===== config.mk =====
export PLATFORM = sky130hd
export DESIGN_NAME = nand_bus_frontend
export DESIGN_NICKNAME = d
export VERILOG_FILES = /design/src/rtl/nand_fe_pkg.sv /design/src/rtl/nand_strobe_decode.sv /design/src/rtl/nand_page_reg.sv /design/src/rtl/nand_busy_timer.sv /design/src/rtl/nand_bus_frontend.sv
export SDC_FILE = /design/constraint.sdc
export NUM_CORES = 2
export LEC_CHECK = 0
export BUFFER_PORTS_ARGS = -buffer_cell sky130_fd_sc_hd__buf_2
export CAP_MARGIN = 20
export CORE_ASPECT_RATIO = 0.5
export CORE_MARGIN = 4
export CORE_UTILIZATION = 55
export DETAILED_ROUTE_END_ITERATION = 8
export PLACE_DENSITY = 0.74
export SYNTH_ARGS = -nofsm -noshare
export SYNTH_HDL_FRONTEND = slang
export SYNTH_HIERARCHICAL = 1
export SYNTH_MEMORY_MAX_BITS = 65536
export SYNTH_SLANG_ARGS = --single-unit

===== constraint.sdc =====
create_clock -name clk -period 4.1 [get_ports clk]
set_clock_uncertainty 0.1 [all_clocks]
set_input_delay 0.82 -clock clk [delete_from_list [all_inputs] [get_ports clk]]
set_output_delay 0.82 -clock clk [all_outputs]
set_load 0.02 [all_outputs]

===== src/rtl/nand_fe_pkg.sv =====
package nand_fe_pkg;
  typedef enum logic [1:0] {
    MODE_IDLE,
    MODE_READ,
    MODE_PROG,
    MODE_ERASE
  } fe_mode_e;

  localparam logic [7:0] OP_READ_SETUP  = 8'h00;
  localparam logic [7:0] OP_READ_GO     = 8'h30;
  localparam logic [7:0] OP_PROG_SETUP  = 8'h80;
  localparam logic [7:0] OP_PROG_GO     = 8'h10;
  localparam logic [7:0] OP_ERASE_SETUP = 8'h60;
  localparam logic [7:0] OP_ERASE_GO    = 8'hD0;
endpackage


===== src/rtl/nand_strobe_decode.sv =====
module nand_strobe_decode (
  input  logic clk,
  input  logic rst_n,
  input  logic ce_n,
  input  logic cle,
  input  logic ale,
  input  logic we_n,
  input  logic re_n,
  input  logic busy,
  output logic cmd_stb,
  output logic addr_stb,
  output logic data_stb,
  output logic rd_stb
);
  logic we_q, re_q;
  logic we_rise, re_fall, live;

  always_ff @(posedge clk or negedge rst_n) begin
    if (!rst_n) begin
      we_q <= 1'b1;
      re_q <= 1'b1;
    end else begin
      we_q <= we_n;
      re_q <= re_n;
    end
  end

  assign we_rise  = we_n & ~we_q;
  assign re_fall  = ~re_n & re_q;
  assign live     = ~ce_n & ~busy;
  assign cmd_stb  = live & we_rise & cle;
  assign addr_stb = live & we_rise & ~cle & ale;
  assign data_stb = live & we_rise & ~cle & ~ale;
  assign rd_stb   = live & re_fall & ~we_rise;
endmodule


===== src/rtl/nand_page_reg.sv =====
module nand_page_reg #(
  parameter int PAGE_BYTES = 528,
  parameter int COL_W      = $clog2(PAGE_BYTES)
) (
  input  logic             clk,
  input  logic             rst_n,
  input  logic             load,
  input  logic [COL_W-1:0] load_col,
  input  logic             wr,
  input  logic [7:0]       wdata,
  input  logic             rd,
  output logic [7:0]       rdata,
  output logic [COL_W-1:0] col
);
  localparam logic [COL_W-1:0] LAST_COL = COL_W'(PAGE_BYTES - 1);

  logic [7:0]       mem [PAGE_BYTES];
  logic [COL_W-1:0] col_nxt;

  assign col_nxt = (col == LAST_COL) ? '0 : col + 1'b1;

  always_ff @(posedge clk) begin
    if (wr) mem[col] <= wdata;
  end

  always_ff @(posedge clk or negedge rst_n) begin
    if (!rst_n) begin
      rdata <= '0;
      col   <= '0;
    end else begin
      if (rd) rdata <= mem[col];
      if (load) col <= load_col;
      else if (wr || rd) col <= col_nxt;
    end
  end
endmodule


===== src/rtl/nand_busy_timer.sv =====
module nand_busy_timer #(
  parameter int CNT_W = 6
) (
  input  logic             clk,
  input  logic             rst_n,
  input  logic             start,
  input  logic [CNT_W-1:0] len,
  input  logic             abort,
  output logic             busy
);
  logic [CNT_W-1:0] cnt;

  always_ff @(posedge clk or negedge rst_n) begin
    if (!rst_n) cnt <= '0;
    else if (abort) cnt <= '0;
    else if (start) cnt <= len;
    else if (cnt != '0) cnt <= cnt - 1'b1;
  end

  assign busy = (cnt != '0);
endmodule


===== src/rtl/nand_bus_frontend.sv =====
module nand_bus_frontend
  import nand_fe_pkg::*;
#(
  parameter int PAGE_BYTES = 528,
  parameter int T_READ     = 10,
  parameter int T_PROG     = 30,
  parameter int T_ERASE    = 40
) (
  input  logic       clk,
  input  logic       rst_n,
  input  logic       ce_n,
  input  logic       cle,
  input  logic       ale,
  input  logic       we_n,
  input  logic       re_n,
  input  logic       wp_n,
  input  logic [7:0] io_in,
  output logic [7:0] io_out,
  output logic       io_oe,
  output logic       rb_pull_low
);
  localparam int COL_W  = $clog2(PAGE_BYTES);
  localparam int T_MAX0 = (T_READ > T_PROG) ? T_READ : T_PROG;
  localparam int T_MAX  = (T_MAX0 > T_ERASE) ? T_MAX0 : T_ERASE;
  localparam int CNT_W  = $clog2(T_MAX + 1);

  logic cmd_stb, addr_stb, data_stb, rd_stb, busy;
  logic go_read, go_prog, go_erase, start, abort, hv_op;
  logic [CNT_W-1:0] len;
  fe_mode_e mode;
  logic [1:0] addr_idx;
  logic [7:0] col_lo;
  logic [COL_W-1:0] addr_raw, load_col, col;
  logic col_load;

  nand_strobe_decode u_dec (
    .clk(clk), .rst_n(rst_n), .ce_n(ce_n), .cle(cle), .ale(ale),
    .we_n(we_n), .re_n(re_n), .busy(busy),
    .cmd_stb(cmd_stb), .addr_stb(addr_stb), .data_stb(data_stb), .rd_stb(rd_stb)
  );

  assign go_read  = cmd_stb && (io_in == OP_READ_GO)  && (mode == MODE_READ);
  assign go_prog  = cmd_stb && (io_in == OP_PROG_GO)  && (mode == MODE_PROG)  && wp_n;
  assign go_erase = cmd_stb && (io_in == OP_ERASE_GO) && (mode == MODE_ERASE) && wp_n;
  assign start    = go_read | go_prog | go_erase;
  assign abort    = busy && hv_op && !wp_n;

  always_comb begin
    if (go_erase)     len = CNT_W'(T_ERASE);
    else if (go_prog) len = CNT_W'(T_PROG);
    else              len = CNT_W'(T_READ);
  end

  nand_busy_timer #(.CNT_W(CNT_W)) u_tmr (
    .clk(clk), .rst_n(rst_n), .start(start), .len(len), .abort(abort), .busy(busy)
  );

  always_comb begin
    addr_raw = '0;
    if (addr_idx == 2'd0) begin
      addr_raw[7:0] = io_in;
    end else begin
      addr_raw[7:0]       = col_lo;
      addr_raw[COL_W-1:8] = io_in[COL_W-9:0];
    end
    load_col = (int'(addr_raw) >= PAGE_BYTES) ? '0 : addr_raw;
  end

  assign col_load = addr_stb && (addr_idx != 2'd2);

  always_ff @(posedge clk or negedge rst_n) begin
    if (!rst_n) begin
      mode     <= MODE_IDLE;
      hv_op    <= 1'b0;
      addr_idx <= '0;
      col_lo   <= '0;
    end else begin
      if (cmd_stb) begin
        addr_idx <= '0;
        case (io_in)
          OP_READ_SETUP:  mode <= MODE_READ;
          OP_PROG_SETUP:  mode <= MODE_PROG;
          OP_ERASE_SETUP: mode <= MODE_ERASE;
          default:        mode <= MODE_IDLE;
        endcase
      end
      if (start) hv_op <= go_prog | go_erase;
      if (addr_stb && addr_idx != 2'd2) begin
        addr_idx <= addr_idx + 1'b1;
        if (addr_idx == 2'd0) col_lo <= io_in;
      end
    end
  end

  nand_page_reg #(.PAGE_BYTES(PAGE_BYTES), .COL_W(COL_W)) u_page (
    .clk(clk), .rst_n(rst_n), .load(col_load), .load_col(load_col),
    .wr(data_stb), .wdata(io_in), .rd(rd_stb), .rdata(io_out), .col(col)
  );

  assign io_oe       = ~ce_n & ~re_n;
  assign rb_pull_low = busy;
endmodule


==> metrics.csv <==
metric;value;unit
final core occ;63.61;%
crit start category;flip-flop;
Yosys top cell area share;76.69;%
Yosys reg bits;4263;
RSZ-0062 raised after global routing;yes;
Area after DPL;178600;µm²
Avg WL per Cell;34.19;µm
via/cell ratio;6.718;
Most used DFF post-synth;edfxtp_1;
core area;299400;µm²
maximum clock frequency;239.9;MHz
DP HPWL;309100;µm
RD Place Congestion;0.9620;
layout cells sized above 1;19.10;%
Clock Tree Buf Depth;4;
class of the most critical setup path;reg2reg;
final worst-path cycle share;101.7;%
Max Slew Vio Count;0;
Synth Area per Inst;18.13;µm²
CP required;4810;ps
Max VDD drop;0.3841;mV
nets;10100;
RR Startpoint;u_page/col[4];
commonest non-fill, non-tap cell in the layout;edfxtp_1;
Final Cell Area;190400;µm²
Lkg Pwr;0.06981;µW
synth warn;6;
startpoint of the worst hold path;io_in[6];
worst path arrival time;4880;ps
sequential area share after synthesis;77.28;%
syn_nets;9145;
Post-synth EDFFs;4224;
Hold Fails Final Rpt;0;
Tot GR Track Use;31.33;%
hold_ws;188.0;ps
relative slew slack;12.61;%
Die Ht;395.8;µm
CP Launch Point;u_page/col[4];
clk sinks;4263;
Worst-Skew Late Latency;940;ps
Worst path most repeated cell;buf_4;
Filler cells;19850;
slowest CP cell;o211ai_1;
CTS Root Cell;clkbuf_16;
cts bufs inserted;362;
outcome;complete, but fails checks;
crit-path max FO;16;
failing checks;setup timing;
initial antenna violation count;24;
Worst Tran Pin Value;1305;ps
Die ar.;310100;µm²
1st-iter DRT viols;15960;
Syn Inst Count;9121;
final wirelength;493400;µm
DRT Pass-1 Iters;6;
io pins;26;
worst path cell trace;buf_4 > nand4bb_4 > buf_12 > buf_12 > buf_4 > o22ai_1 > nor4_1 > nand2_1 > o211ai_1 > o2111ai_2 > buf_4 > o32a_1;
antenna-violating nets left;0;
area delta synth->final;15.13;%
Finish-stage setup viols;4;
most frequent cells in the layout;4,224 x edfxtp_1, 1,716 x mux2i_1, 990 x buf_4;
Die Wd;783.5;µm
Starting Density;55.25;%
final worst setup slack;-68.13;ps
CTS tree;built;
largest net degree at the start of global routing;190;
Overflow after GRT;0;
first-pass GRT wire length;692400;µm
Hold Path Class;in2reg;
Synth Cell Area;165400;µm²
H-tree Lvls;5;
min Tclk post-route;4168;ps
max incr delay on CP;790;ps
Vias;96950;
Reg clk slew, reported paths;70;ps
Design Power;107400;µW
post-synth cell types;77;
synth top area cells;edfxtp_1 77%, mux2i_1 10%, o22ai_1 3.0%, mux4_2 2.9%, nor2_1 1.5%;
vias in the first global route;92920;
crit end category;flip-flop;
Buffers on Ports;25;
Rows;142;
Max Cap Violations;0;
DRC viols;0;
area leader, netlist;edfxtp_1;
pwr/cell area;564.2;nW/µm²
async set-reset flop share out of synthesis;0.9148;%
[cells in the mapped netlist (52+ instances only)]
master,number
o22ai_1,787
nor2_1,667
edfxtp_1,4224
nand2_1,176
o21ai_0,52
nor4_1,167
buf_4,53
buf_2,261
mux4_2,210
clkbuf_1,205
a21oi_1,53
mux2i_1,1716
[metal layers]
layer	GRT usage, %	share of wire (%)
met2	46.28	44
met3	10.28	15
met4	12.78	4.6
met1	43.34	36
met5	0.6312	0.12
[metrics by stage]
step,TNS [ps],setup slack [ps],instances
finish,-157.8,-68.13,14430
global route,-48.39,-48.39,14400
CTS,0,0.2989,14400
detailed placement,-459.8,-283.4,13740
global placement,-578.0,-279.3,13740
floorplan,0,426.3,9121
[power by group]
| group | switching (µW) | internal (µW) |
|---|---|---|
| sequential | 248 | 48000 |
| clock | 15700 | 18800 |
| combinational | 15000 | 9760 |
| total | 30900 | 76500 |
[repair_timing]
action	4_1_cts	5_1_grt
endpoints found under the hold margin	30	0
hold buffers	3	0
pin swaps	1	2
setup buffers	0	3
endpoints found under the setup margin	3	6
gates resized for setup	7	7
[cell families after synthesis]
kind of cell | synth area share, %
AO/OA/AOI/OAI | 4.269
XOR/XNOR | 0.01589
adder cells (fa/ha/maj) | 0.06052
buffers and inverters | 1.677
flip-flops | 77.28
multiplexers | 13.33
other | 0.004541
AND/OR/NAND/NOR | 3.357
[registers in the layout, indices dropped and copies added, names as in the netlist]
signal / cells
u_page/mem: 4224
u_page/col: 10
col_lo: 8
u_page/rdata: 8
u_tmr/cnt: 6
addr_idx: 2
mode: 2
hv_op: 1
u_dec/re_q: 1
u_dec/we_q: 1
[area by class of cell]
class / count / area (µm²) / area share [%]
clock buffer: 439 / 9569 / 5.025
tap: 4032 / 5045 / 2.649
antenna: 30 / 75.07 / 0.03942
timing repair buffer: 1167 / 10650 / 5.593
sequential: 4263 / 127800 / 67.14
clock inverter: 217 / 2032 / 1.067
multi-input combinational: 4269 / 35150 / 18.46
inverter: 14 / 53.80 / 0.02825
[final timing paths]
check,to,slack [ps],cells after the start
setup / recovery,u_page/rdata[1],-70,12
max in group asynchronous,u_page/col[6],2530,3
hold / removal,u_page/mem[264][6],190,1
min in group asynchronous,u_tmr/cnt[0],540,2
hold reg to reg,col_lo[0],420,1
setup reg to reg,u_page/rdata[1],-70,12
[worst max-delay path: cells and delay by family, from the launching register on]
kind	cells	cell delay (ps)
flops	1	540
simple gates	3	770
compound gates	4	1530
buf+inv	5	1070
Power figures use the tool's default switching activity.
